[src/rtl/pdc_pkg.sv]
package pdc_pkg;

    localparam int MODE_W = 3;

    typedef enum logic [MODE_W-1:0] {
        MD_TC_LEVEL  = 3'd0,
        MD_ONESHOT   = 3'd1,
        MD_RATE      = 3'd2,
        MD_SQUARE    = 3'd3,
        MD_SW_STROBE = 3'd4,
        MD_HW_STROBE = 3'd5
    } pdc_mode_e;

    // Codes 6 and 7 fold onto the rate and square-wave behaviours.
    function automatic pdc_mode_e pdc_norm_mode(input logic [MODE_W-1:0] code);
        case (code)
            3'd6:    return MD_RATE;
            3'd7:    return MD_SQUARE;
            default: return pdc_mode_e'(code);
        endcase
    endfunction

endpackage

[src/rtl/pdc_bcd_digit.sv]
// One decimal digit minus 0, 1 or 2, modulo ten.
module pdc_bcd_digit (
    input  logic [3:0] d_i,
    input  logic [1:0] sub_i,
    output logic [3:0] q_o
);
    always_comb begin
        if (d_i >= {2'b00, sub_i}) begin
            q_o = d_i - {2'b00, sub_i};
        end else begin
            q_o = d_i + 4'd10 - {2'b00, sub_i};
        end
    end
endmodule

[src/rtl/pdc_dec.sv]
// Decrement by one or two, in binary or packed BCD (DIGITS >= 2).
module pdc_dec #(
    parameter int DIGITS = 4,
    localparam int CNT_W = 4 * DIGITS
) (
    input  logic [CNT_W-1:0] val_i,
    input  logic             bcd_i,
    input  logic             two_i,
    output logic [CNT_W-1:0] val_o
);
    logic [CNT_W-1:0]  bin_q;
    logic [CNT_W-1:0]  bcd_q;
    logic [DIGITS-2:0] brw;

    assign bin_q = val_i - (two_i ? CNT_W'(2) : CNT_W'(1));

    for (genvar i = 0; i < DIGITS; i++) begin : g_dig
        logic [1:0] sub;
        if (i == 0) begin : g_lsd
            assign sub = {two_i, ~two_i};
        end else begin : g_upper
            assign sub = {1'b0, brw[i-1]};
        end
        if (i < DIGITS - 1) begin : g_brw
            assign brw[i] = (val_i[4*i +: 4] < {2'b00, sub});
        end
        pdc_bcd_digit u_digit (
            .d_i   (val_i[4*i +: 4]),
            .sub_i (sub),
            .q_o   (bcd_q[4*i +: 4])
        );
    end

    assign val_o = bcd_i ? bcd_q : bin_q;
endmodule

[src/rtl/pdc_gate_edge.sv]
// Samples the gate on count-enable cycles and flags a low-to-high change.
module pdc_gate_edge (
    input  logic clk,
    input  logic rst_n,
    input  logic tick_i,
    input  logic gate_i,
    output logic rise_o
);
    logic prev_d, prev_q;

    always_comb begin
        prev_d = tick_i ? gate_i : prev_q;
    end

    always_ff @(posedge clk or negedge rst_n) begin
        if (!rst_n) begin
            prev_q <= 1'b0;
        end else begin
            prev_q <= prev_d;
        end
    end

    assign rise_o = tick_i & gate_i & ~prev_q;
endmodule

[src/rtl/pdc_channel.sv]
module pdc_channel
    import pdc_pkg::*;
#(
    parameter int DIGITS = 4,
    localparam int CNT_W = 4 * DIGITS
) (
    input  logic             clk,
    input  logic             rst_n,
    input  logic             cnt_en_i,
    input  logic             gate_i,
    input  logic             prog_i,
    input  logic [2:0]       prog_mode_i,
    input  logic             prog_bcd_i,
    input  logic             load_i,
    input  logic [CNT_W-1:0] load_val_i,
    output logic [CNT_W-1:0] count_o,
    output logic             out_o
);
    typedef struct packed {
        pdc_mode_e        mode;
        logic             bcd;
        logic [CNT_W-1:0] count;
        logic [CNT_W-1:0] reload;   // most recently loaded value
        logic [CNT_W-1:0] active;   // value governing the current square-wave cycle
        logic             out;
        logic             run;
        logic             pend;     // a load waits for the next count-enable cycle
        logic             have;     // a value has been loaded since programming
        logic             hi_half;  // square wave is in its high half
    } pdc_state_t;

    pdc_state_t       st_d, st_q;
    logic             rise;
    logic [CNT_W-1:0] dec_val;
    logic [CNT_W-1:0] half_rel;
    logic [CNT_W-1:0] half_act;
    logic             at_one;
    logic             at_two;
    logic             hi_done;
    logic [2:0]       mode_q;

    pdc_gate_edge u_gate (
        .clk    (clk),
        .rst_n  (rst_n),
        .tick_i (cnt_en_i),
        .gate_i (gate_i),
        .rise_o (rise)
    );

    pdc_dec #(.DIGITS(DIGITS)) u_dec (
        .val_i (st_q.count),
        .bcd_i (st_q.bcd),
        .two_i (st_q.mode == MD_SQUARE),
        .val_o (dec_val)
    );

    assign half_rel = {st_q.reload[CNT_W-1:1], 1'b0};
    assign half_act = {st_q.active[CNT_W-1:1], 1'b0};
    assign at_one   = (st_q.count == CNT_W'(1));
    assign at_two   = (st_q.count == CNT_W'(2));
    // Odd values stretch the high half by one extra step to zero.
    assign hi_done  = st_q.active[0] ? (st_q.count == '0) : at_two;

    always_comb begin
        st_d = st_q;

        if (cnt_en_i) begin
            case (st_q.mode)
                MD_TC_LEVEL: begin
                    if (st_q.pend) begin
                        st_d.count = st_q.reload;
                        st_d.run   = 1'b1;
                        st_d.pend  = 1'b0;
                    end else if (st_q.run && gate_i) begin
                        st_d.count = dec_val;
                        if (at_one) begin
                            st_d.out = 1'b1;
                            st_d.run = 1'b0;
                        end
                    end
                end

                MD_SW_STROBE: begin
                    st_d.out = 1'b1;
                    if (st_q.pend) begin
                        st_d.count = st_q.reload;
                        st_d.run   = 1'b1;
                        st_d.pend  = 1'b0;
                    end else if (st_q.run && gate_i) begin
                        st_d.count = dec_val;
                        if (at_one) begin
                            st_d.out = 1'b0;
                            st_d.run = 1'b0;
                        end
                    end
                end

                MD_ONESHOT: begin
                    if (rise && st_q.have) begin
                        st_d.count = st_q.reload;
                        st_d.out   = 1'b0;
                        st_d.run   = 1'b1;
                    end else if (st_q.run) begin
                        st_d.count = dec_val;
                        if (at_one) begin
                            st_d.out = 1'b1;
                            st_d.run = 1'b0;
                        end
                    end
                end

                MD_HW_STROBE: begin
                    st_d.out = 1'b1;
                    if (rise && st_q.have) begin
                        st_d.count = st_q.reload;
                        st_d.run   = 1'b1;
                    end else if (st_q.run) begin
                        st_d.count = dec_val;
                        if (at_one) begin
                            st_d.out = 1'b0;
                            st_d.run = 1'b0;
                        end
                    end
                end

                MD_RATE: begin
                    st_d.out = 1'b1;
                    if (!gate_i) begin
                        st_d.count = st_q.count;
                    end else if (st_q.pend) begin
                        st_d.count = st_q.reload;
                        st_d.out   = 1'b0;
                        st_d.run   = 1'b1;
                        st_d.pend  = 1'b0;
                    end else if (rise && st_q.have) begin
                        st_d.count = st_q.reload;
                        st_d.run   = 1'b1;
                    end else if (st_q.run) begin
                        if (at_one) begin
                            st_d.count = st_q.reload;
                            st_d.out   = 1'b0;
                        end else begin
                            st_d.count = dec_val;
                        end
                    end
                end

                MD_SQUARE: begin
                    if (!gate_i) begin
                        st_d.out     = 1'b1;
                        st_d.run     = 1'b0;
                        st_d.hi_half = 1'b0;
                        st_d.pend    = st_q.have;
                        if (st_q.have) begin
                            st_d.count = half_rel;
                        end
                    end else if (st_q.pend) begin
                        st_d.count   = half_rel;
                        st_d.active  = st_q.reload;
                        st_d.out     = 1'b0;
                        st_d.hi_half = 1'b0;
                        st_d.run     = 1'b1;
                        st_d.pend    = 1'b0;
                    end else if (st_q.run) begin
                        if (!st_q.hi_half) begin
                            if (at_two) begin
                                st_d.count   = half_act;
                                st_d.out     = 1'b1;
                                st_d.hi_half = 1'b1;
                            end else begin
                                st_d.count = dec_val;
                            end
                        end else begin
                            if (hi_done) begin
                                st_d.count   = half_rel;
                                st_d.active  = st_q.reload;
                                st_d.out     = 1'b0;
                                st_d.hi_half = 1'b0;
                            end else begin
                                st_d.count = dec_val;
                            end
                        end
                    end
                end

                default: begin
                    st_d.count = st_q.count;
                end
            endcase
        end

        if (load_i) begin
            st_d.reload = load_val_i;
            st_d.have   = 1'b1;
            case (st_q.mode)
                MD_TC_LEVEL: begin
                    st_d.out  = 1'b0;
                    st_d.run  = 1'b0;
                    st_d.pend = 1'b1;
                end
                MD_SW_STROBE: begin
                    st_d.run  = 1'b0;
                    st_d.pend = 1'b1;
                end
                MD_RATE, MD_SQUARE: begin
                    if (!st_q.run) begin
                        st_d.pend = 1'b1;
                    end
                end
                default: begin
                    st_d.have = 1'b1;
                end
            endcase
        end

        if (prog_i) begin
            st_d.mode    = pdc_norm_mode(prog_mode_i);
            st_d.bcd     = prog_bcd_i;
            st_d.out     = (pdc_norm_mode(prog_mode_i) != MD_TC_LEVEL);
            st_d.run     = 1'b0;
            st_d.pend    = 1'b0;
            st_d.have    = 1'b0;
            st_d.hi_half = 1'b0;
        end
    end

    always_ff @(posedge clk or negedge rst_n) begin
        if (!rst_n) begin
            st_q.mode    <= MD_HW_STROBE;
            st_q.bcd     <= 1'b0;
            st_q.count   <= '0;
            st_q.reload  <= '0;
            st_q.active  <= '0;
            st_q.out     <= 1'b1;
            st_q.run     <= 1'b0;
            st_q.pend    <= 1'b0;
            st_q.have    <= 1'b0;
            st_q.hi_half <= 1'b0;
        end else begin
            st_q <= st_d;
        end
    end

    assign mode_q  = st_q.mode;
    assign count_o = st_q.count;
    assign out_o   = st_q.out;
endmodule

[config.mk]
export PLATFORM = sky130hd
export DESIGN_NAME = pdc_channel
export DESIGN_NICKNAME = d
export VERILOG_FILES = /design/src/rtl/pdc_pkg.sv /design/src/rtl/pdc_bcd_digit.sv /design/src/rtl/pdc_dec.sv /design/src/rtl/pdc_gate_edge.sv /design/src/rtl/pdc_channel.sv
export SDC_FILE = /design/constraint.sdc
export NUM_CORES = 1
export LEC_CHECK = 0
export BUFFER_PORTS_ARGS = -buffer_cell sky130_fd_sc_hd__buf_2
export CORE_AREA = 2 2 102 104
export DETAILED_ROUTE_END_ITERATION = 6
export DIE_AREA = 0 0 104 106
export PLACE_DENSITY = 0.68
export SETUP_SLACK_MARGIN = 0.5
export SYNTH_ARGS = -nofsm -noshare
export SYNTH_HDL_FRONTEND = slang
export SYNTH_SLANG_ARGS = --single-unit
[constraint.sdc]
create_clock -name clk -period 6.4 [get_ports clk]
set_input_delay 0.32 -clock clk [delete_from_list [all_inputs] [get_ports clk]]
set_output_delay 0.32 -clock clk [all_outputs]
set_load 0.02 [all_outputs]
==> metrics.md, run 1 <==
| Metric | Value |
|---|---|
| Die W | `between 100 and 150 um` |
| Setup TNS | `0 ns` |
| CP Launch Type | `flop` |
| CP Data Required Time | `roughly 6.7 ns` |
| CTS sink count | `between 50 and 60` |
| CP startpoint | `mode_q[2]` |
| Family with the most delay on the worst path | `adder cells` |
| Crit path max fanout | `15` |
| IO Pins | `43` |
| DR vias | `roughly 4200` |
| Cell mode on critical path | `ha_1` |
| Residual DRC | `0` |
| PwrDens | `361 mW/mm^2` |
| WL per Instance | `18.7 um` |
| Clock transition at path regs | `0.08 ns` |
| Initial DRC count | `267` |
| Max-Cap Viols | `0` |
| Fmax | `roughly 0.19 GHz` |
| Cts hold-fix bufs | `0` |
| Antenna violations before repair | `0` |
| Worst-margin pin slew | `1.09 ns` |
| Depth of the CTS H-tree | `3` |
| Fin crit share | `roughly 84%` |
| Most common cell after layout, fill and taps aside | `dfrtp_1` |
| Count of flip-flops with a built-in enable after synthesis | `0` |
| Warnings from Yosys | `0` |
| Total core area | `around 0.01 sq mm` |
| Multi-input gate area | `between 0.003 and 0.004 sq mm` |
| Gr ovfl total | `0` |
| Synthesized area | `just under 0.005 sq mm` |
| RSZ-0062 raised after global routing | `false` |
| CP arrival | `approximately 5.7 ns` |
| Async set or reset register ratio after synthesis | `between 90% and 100%` |
| CTS Buf Count | `9` |
| DR WL met2 | `around 5.4 mm` |
| Top FF cell, synth | `dfrtp_1` |
| CTS max path bufs | `2` |
| Setup Viol. Count Final | `0` |
| CP peak stage delay | `between 0.6 and 0.7 ns` |
| Syn Inst Count | `around 520` |
| GRT Total Usage | `about a quarter` |
| Slowest cell on the critical path | `dfstp_2` |
| Starting Density | `approximately half` |
| Final #Nets | `588` |
| Seq cells post-synth | `a little under 60` |
| Synth-to-layout area growth | `6.45%` |
| Status | `completed` |
| Distinct cells, synth | `87` |
| Most frequent cells in the layout | `dfrtp_1 (55), buf_2 (42), inv_1 (37), o21ai_0 (34), nor2_1 (33)` |
| Layout cells sized above 1 | `between 20% and 30%` |
| Clock skew | `around 0.012 ns` |
| Die area | `0.0110 sq mm` |
| CTS resizes | `0` |
| Post-route cell area | `roughly 0.0052 sq mm` |
| Largest net degree at the start of global routing | `59` |
| Top sig layer | `met4` |
| Final ANT Viol Nets | `0` |
| First-pass GRT wire length | `20.8 mm` |
| Synth Area per Inst | `between 9 and 10 sq um` |
| Seq/Total Area, Yosys | `between 20 and 30%` |
| Minimum clock period | `~5.4 ns` |
| Routed wire length | `approximately 13 mm` |
| Pins over their slew limit | `0` |
| DRT Pass-1 Iters | `5` |
| CTS tree | `done` |
| Chip Height | `between 100 and 150 um` |
| Min-delay worst type | `primary input to async pin` |
| Peak VDD IR | `0.188 mV` |
| Syn_nets | `between 500 and 600` |
| Post-DP Area | `0.00503 sq mm` |
| Leakage | `around 2.2 nW` |
| Sequential cell area | `~0.0015 sq mm` |
| Wire length on met3 | `approximately 900 um` |
| Layout fillers | `approximately 1000` |
| Rows | `37` |
| Clk_lat worst skew | `around 0.34 ns` |
| Vias per cell | `~6.2` |
| CTS Root Cell | `clkbuf_8` |
| CP Capture Type | `flop` |
| Slew margin rel. | `27.4%` |
| Worst R2R Start | `mode_q[2]` |
| Detailed Place HPWL | `roughly 9.3 mm` |
| Vias in the first global route | `3973` |
| Post-CTS setup buffer count | `0` |
| Critical path type | `flop to flop` |
| Port bufs | `between 40 and 50` |
| GPL Wtd Cong | `0.921` |
| Met1 wire length | `just over 6 mm` |
| Hold Vio Cnt, Final | `0` |
| Worst path cell trace | `and2b_1 -> nand2_2 -> inv_1 -> fa_1 -> nor2b_1 -> nor2_1 -> ha_1 -> ha_1 -> nand2_1 -> inv_1 -> ha_1 -> ha_1 -> and2_1 -> ha_1 -> ha_1 -> nand2b_1 -> nand3_1 -> mux2_2 -> mux2i_1 -> a221oi_2 -> o22ai_1` |
| Antenna diodes | `0` |
| Worst path buffer plus inverter count | `2` |
[area by class of cell]
cell class	count	area share (%)
clock inverter	6	0.793
sequential	58	28.0
clock buffer	10	2.64
inverter	38	2.74
tap	136	3.27
multi-input combinational	382	58.1
timing repair buffer	45	4.47
[worst register-to-register path: stages, from the launching register on]
cell,delay [ns]
dfstp_2,0.66
and2b_1,0.26
nand2_2,0.22
inv_1,0.30
fa_1,0.54
nor2b_1,0.33
nor2_1,0.13
ha_1,0.21
ha_1,0.24
nand2_1,0.14
inv_1,0.08
ha_1,0.19
ha_1,0.20
and2_1,0.20
ha_1,0.21
ha_1,0.21
nand2b_1,0.16
nand3_1,0.19
mux2_2,0.36
mux2i_1,0.23
a221oi_2,0.09
o22ai_1,0.16
[stage by stage]
stage	instances	util, %	total power (W)	hold slack [ns]	worst slack (ns)
finish	675	52.1	0.00188	0.112	1.02
global route	675	52.1	0.00201	0.186	0.630
CTS	675	52.1	0.00188	0.137	1.08
detailed placement	659	50.3	0.00156	0.498	1.10
global placement	659	50.3	0.00153	0.487	1.31
floorplan	522	-	0.00137	0.0244	1.74
[cells in the mapped netlist, drive strengths merged, types with 13 or more instances]
cell	count	area [sq um]
dfrtp	55	1380
clkbuf	13	48.8
buf	31	221
xnor2	17	149
a21oi	23	119
inv	38	143
o21ai	35	175
nand2	23	91.3
mux2	34	420
ha	26	325
nor2	34	135
[layer usage]
layer,track usage [%],up-vias
met4,7.63,0
li1,-,1955
met2,35.5,190
met3,3.99,25
met5,0,-
met1,34.3,2019
[report_power, final]
group          leakage [nW]  internal, W  total, W  switching (W)
sequential            0.701     0.000455  0.000629       0.000174
clock                0.0847     0.000151  0.000312       0.000162
combinational          1.41     0.000402  0.000939       0.000537
total                  2.20      0.00101   0.00188       0.000873
[cell families (layout without fill, tap and decap cells)]
group / Yosys count / in the layout / share of synthesized area, %
AO/OA/AOI/OAI: 151 / 151 / 22.8
buffers and inverters: 82 / 99 / 8.44
XOR/XNOR: 20 / 20 / 3.58
adder cells (fa/ha/maj): 28 / 28 / 7.47
multiplexers: 43 / 43 / 10.4
flip-flops: 58 / 58 / 29.8
AND/OR/NAND/NOR: 140 / 140 / 17.5
[final timing paths]
kind,endpoint,slack (ns),cells past startpoint
max,count_o[14],1.02,21
min,mode_q[1],0.11,2
max reg2reg,count_o[14],1.02,21
min reg2reg,half_act[5],0.51,1
max in group asynchronous,count_o[6],5.79,2
min in group clk,half_rel[3],0.19,3
[registers in the layout (all words and copies together), names as in the netlist]
name	count
u_gate.prev_q	1
mode_q	3
out_o	1
st_q	7
half_rel	15
count_o	16
half_act	15
No activity file was read; power rests on OpenSTA's default activity.
==> run 2: changes to the inputs <==
--- a/config.mk
+++ b/config.mk
@@ -5,11 +5,12 @@
 export SDC_FILE = /design/constraint.sdc
 export NUM_CORES = 1
 export LEC_CHECK = 0
+export ABC_AREA = 1
 export BUFFER_PORTS_ARGS = -buffer_cell sky130_fd_sc_hd__buf_2
-export CORE_AREA = 2 2 102 104
+export CORE_AREA = 2 2 106 108
 export DETAILED_ROUTE_END_ITERATION = 6
-export DIE_AREA = 0 0 104 106
-export PLACE_DENSITY = 0.68
+export DIE_AREA = 0 0 108 110
+export PLACE_DENSITY = 0.7
 export SETUP_SLACK_MARGIN = 0.5
 export SYNTH_ARGS = -nofsm -noshare
 export SYNTH_HDL_FRONTEND = slang
==> constraint.sdc (replaced) <==
create_clock -name clk -period 4.4 [get_ports clk]
set_input_delay 0.22 -clock clk [delete_from_list [all_inputs] [get_ports clk]]
set_output_delay 0.22 -clock clk [all_outputs]
set_load 0.02 [all_outputs]
==> run 2 against run 1 <==
Compared with the run above:
- combinational power increased by 69%
- wire length increased by 27%
- die area increased by 7.8%
- via count increased by 34%
- non-clock buffer count increased by 16
- clock skew increased by 0.0045 ns
- core utilization increased by 3.0 points
- first-iteration DRC count increased to 2.5 times the previous value
- maximum frequency increased by 39%
- sequential power increased by 25%
- register-to-register slack got worse by 0.48 ns
- clock-buffer cell count increased by 2
- critical path type unchanged
- critical endpoint is now count_o[13]
- largest cell class unchanged
==> metrics.md, run 2 <==
| Metric | Value |
|---|---|
| Top FF cell, synth | `dfrtp_1` |
| CTS sink count | `58 (unchanged)` |
| Port bufs | `42 (unchanged)` |
| CTS Buf Count | `9 (unchanged)` |
| Max reg flops | `16 (unchanged)` |
| Count of flip-flops with a built-in enable after synthesis | `0 (unchanged)` |
| First-pass GRT wire length | `25.8 mm (+24%)` |
| Clk_lat worst skew | `0.36 ns (+0.02 ns)` |
| Clock skew | `0.0165 ns (+0.00454 ns)` |
| PwrDens | `491 mW/mm^2 (+36%)` |
| Depth of the CTS H-tree | `3 (unchanged)` |
| Vias per cell | `5.58 (-10%)` |
| Peak VDD IR | `0.221 mV (+18%)` |
| Layout cells sized above 1 | `14.8% (-9.5 points)` |
| Chip Height | `110 um (+3.8%)` |
| Residual DRC | `0 (unchanged)` |
| Crit path max fanout | `5 (-10)` |
| Setup Viol. Count Final | `0 (unchanged)` |
| Detailed Place HPWL | `11.2 mm (+20%)` |
| Seq/Total Area, Yosys | `27.8% (-2.0 points)` |
| Die area | `0.0119 sq mm (+7.8%)` |
| Most frequent cell after synthesis | `nand2_1` |
| Family with the most delay on the worst path | `adder cells` |
| CP Capture Type | `flop` |
| Gr ovfl total | `0 (unchanged)` |
| Syn Inst Count | `835 (+60%)` |
| Hold Vio Cnt, Final | `0 (unchanged)` |
| RSZ-0062 raised after global routing | `true` |
| Seq cells post-synth | `58 (unchanged)` |
| Most frequent cells in the layout | `nand2_1 (259), inv_1 (99), a21oi_1 (71), nand3_1 (66), dfrtp_1 (55)` |
| CP arrival | `4.10 ns (-1.55 ns)` |
| Antenna diodes | `0 (unchanged)` |
| Post-route insts no fill | `1004 (+49%)` |
| Distinct cells, synth | `44 (-49%)` |
| WL per Instance | `16.0 um (-15%)` |
| Critical path type | `flop to flop` |
| Starting Density | `48.9% (about the same)` |
| Clock transition at path regs | `0.08 ns (about the same)` |
| Final #Nets | `913 (+55%)` |
| DRT Pass-1 Iters | `6 (+1)` |
| CP peak stage delay | `0.56 ns (-0.10 ns)` |
| Slew margin rel. | `48.9% (+22 points)` |
| Synthesized area | `0.00524 sq mm (+7.1%)` |
| CTS max path bufs | `2 (unchanged)` |
| CTS tree | `done` |
| Leakage | `3.08 nW (+40%)` |
| Top cells by area in the synthesized netlist | `dfrtp_1 (26%), nand2_1 (19%), inv_1 (7.7%)` |
| Cts hold-fix bufs | `0 (unchanged)` |
| Setup TNS | `0 ns (unchanged)` |
| Slowest cell on the critical path | `dfstp_2` |
| GRT Total Usage | `28.1% (+4.5 points)` |
| CP Launch Type | `flop` |
| CTS Root Cell | `clkbuf_8` |
| Die W | `108 um (+3.8%)` |
| GPL Wtd Cong | `0.970 (+5.3%)` |
| Syn_nets | `889 (+54%)` |
| Initial DRC count | `679 (+150%)` |
| Worst-margin pin slew | `0.767 ns (-0.322 ns)` |
| Warnings from Yosys | `0 (unchanged)` |
| Synth-to-layout area growth | `12.5%` |
| Final ANT Viol Nets | `0 (unchanged)` |
| Most common cell after layout, fill and taps aside | `nand2_1` |
| Status | `completed` |
| Vias in the first global route | `5059 (+27%)` |
| IO Pins | `43 (unchanged)` |
| Cell mode on critical path | `ha_4` |
| DP Cell Count | `977 (+48%)` |
| Rows | `38 (+2.7%)` |
| Largest net degree at the start of global routing | `59 (unchanged)` |
| Dominant cell type by area after synthesis | `dfrtp_1` |
| Top cells by count, synth | `nand2_1 (269), inv_1 (108), a21oi_1 (72)` |
| Top-area cell type share of the netlist area | `26.3% (-1.9 points)` |
| Async set or reset register ratio after synthesis | `100% (unchanged)` |
| DR vias | `5601 (+34%)` |
| Fin crit share | `87.6% (+3.7 points)` |
| Antenna violations before repair | `0 (unchanged)` |
| Max-Cap Viols | `0 (unchanged)` |
| Minimum clock period | `3.86 ns (-1.52 ns)` |
| Pins over their slew limit | `0 (unchanged)` |
| Worst path buffer plus inverter count | `8 (+6)` |
| CP Data Required Time | `4.65 ns (-2.02 ns)` |
| Fmax | `0.259 GHz (+39%)` |
| Routed wire length | `16.1 mm (+27%)` |
| Total core area | `0.0107 sq mm (+7.0%)` |
| Synth Area per Inst | `6.27 sq um (-33%)` |
| Min-delay worst type | `primary input to async pin` |
==> run 2: logic make-up after synthesis <==
kind of cell / count (synthesis) / share of synthesized area (%)
buffers and inverters: 159 / 13.1
and+or+nand+nor: 412 / 33.2
adders and majority gates: 28 / 6.98
DFF: 58 / 27.8
AOI/OAI and AO/OA: 167 / 17.0
xor gates and xnor gates: 11 / 1.84
==> run 2: cell type report <==
cell class,count,area (sq um)
tap,140,175
clock inverter,4,51.3
clock buffer,12,145
inverter,111,434
multi-input combinational,618,3280
fill,1069,4800
timing repair buffer,61,357
sequential,58,1460
==> run 2: where the power goes <==
group,internal [W],total (W),switching (W)
clock,0.000277,0.000515,0.000237
combinational,0.000562,0.00159,0.00103
sequential,0.000642,0.000784,0.000142
total,0.00148,0.00289,0.00141
==> run 2: repair_timing <==
item	4_1_cts	5_1_grt
setup endpoints to repair	3	4
pin swaps	3	15
resized for setup	3	19
buffers inserted	3	8
==> run 2: stage by stage <==
step	util [%]	hold slack, ns	cell area, sq um	power (W)	setup WS (ns)
global placement	51.8	0.427	5540	0.00224	0.499
CTS	53.9	0.0426	5770	0.00282	0.509
finish	55.1	0.0164	5890	0.00289	0.544
global route	55.1	0.0691	5890	0.00316	0.284
floorplan	-	-0.0756	5380	0.00197	0.497
detailed placement	51.8	0.433	5540	0.00228	0.427
==> run 2: layer usage <==
metal | vias up | share of wire, % | track usage [%]
met2 | 299 | 43 | 42.1
met3 | 25 | 9.5 | 5.41
met4 | 0 | 2.0 | 10.4
li1 | 2704 | - | -
met5 | - | 0 | 0
met1 | 2573 | 45 | 40.1
==> run 2: path summary, 6_finish.rpt <==
kind                             startpoint      endpoint  slack (ns)  cells past startpoint
worst max-delay path              mode_q[0]   count_o[13]        0.54                     32
worst min-delay path                  rst_n    count_o[6]        0.02                      2
worst max register to register    mode_q[0]   count_o[13]        0.54                     32
worst min register to register  half_act[2]   half_act[2]        0.49                      2
max in group asynchronous             rst_n  half_rel[14]        3.87                      2
min in group clk                 prog_bcd_i      st_q[53]        0.06                      3
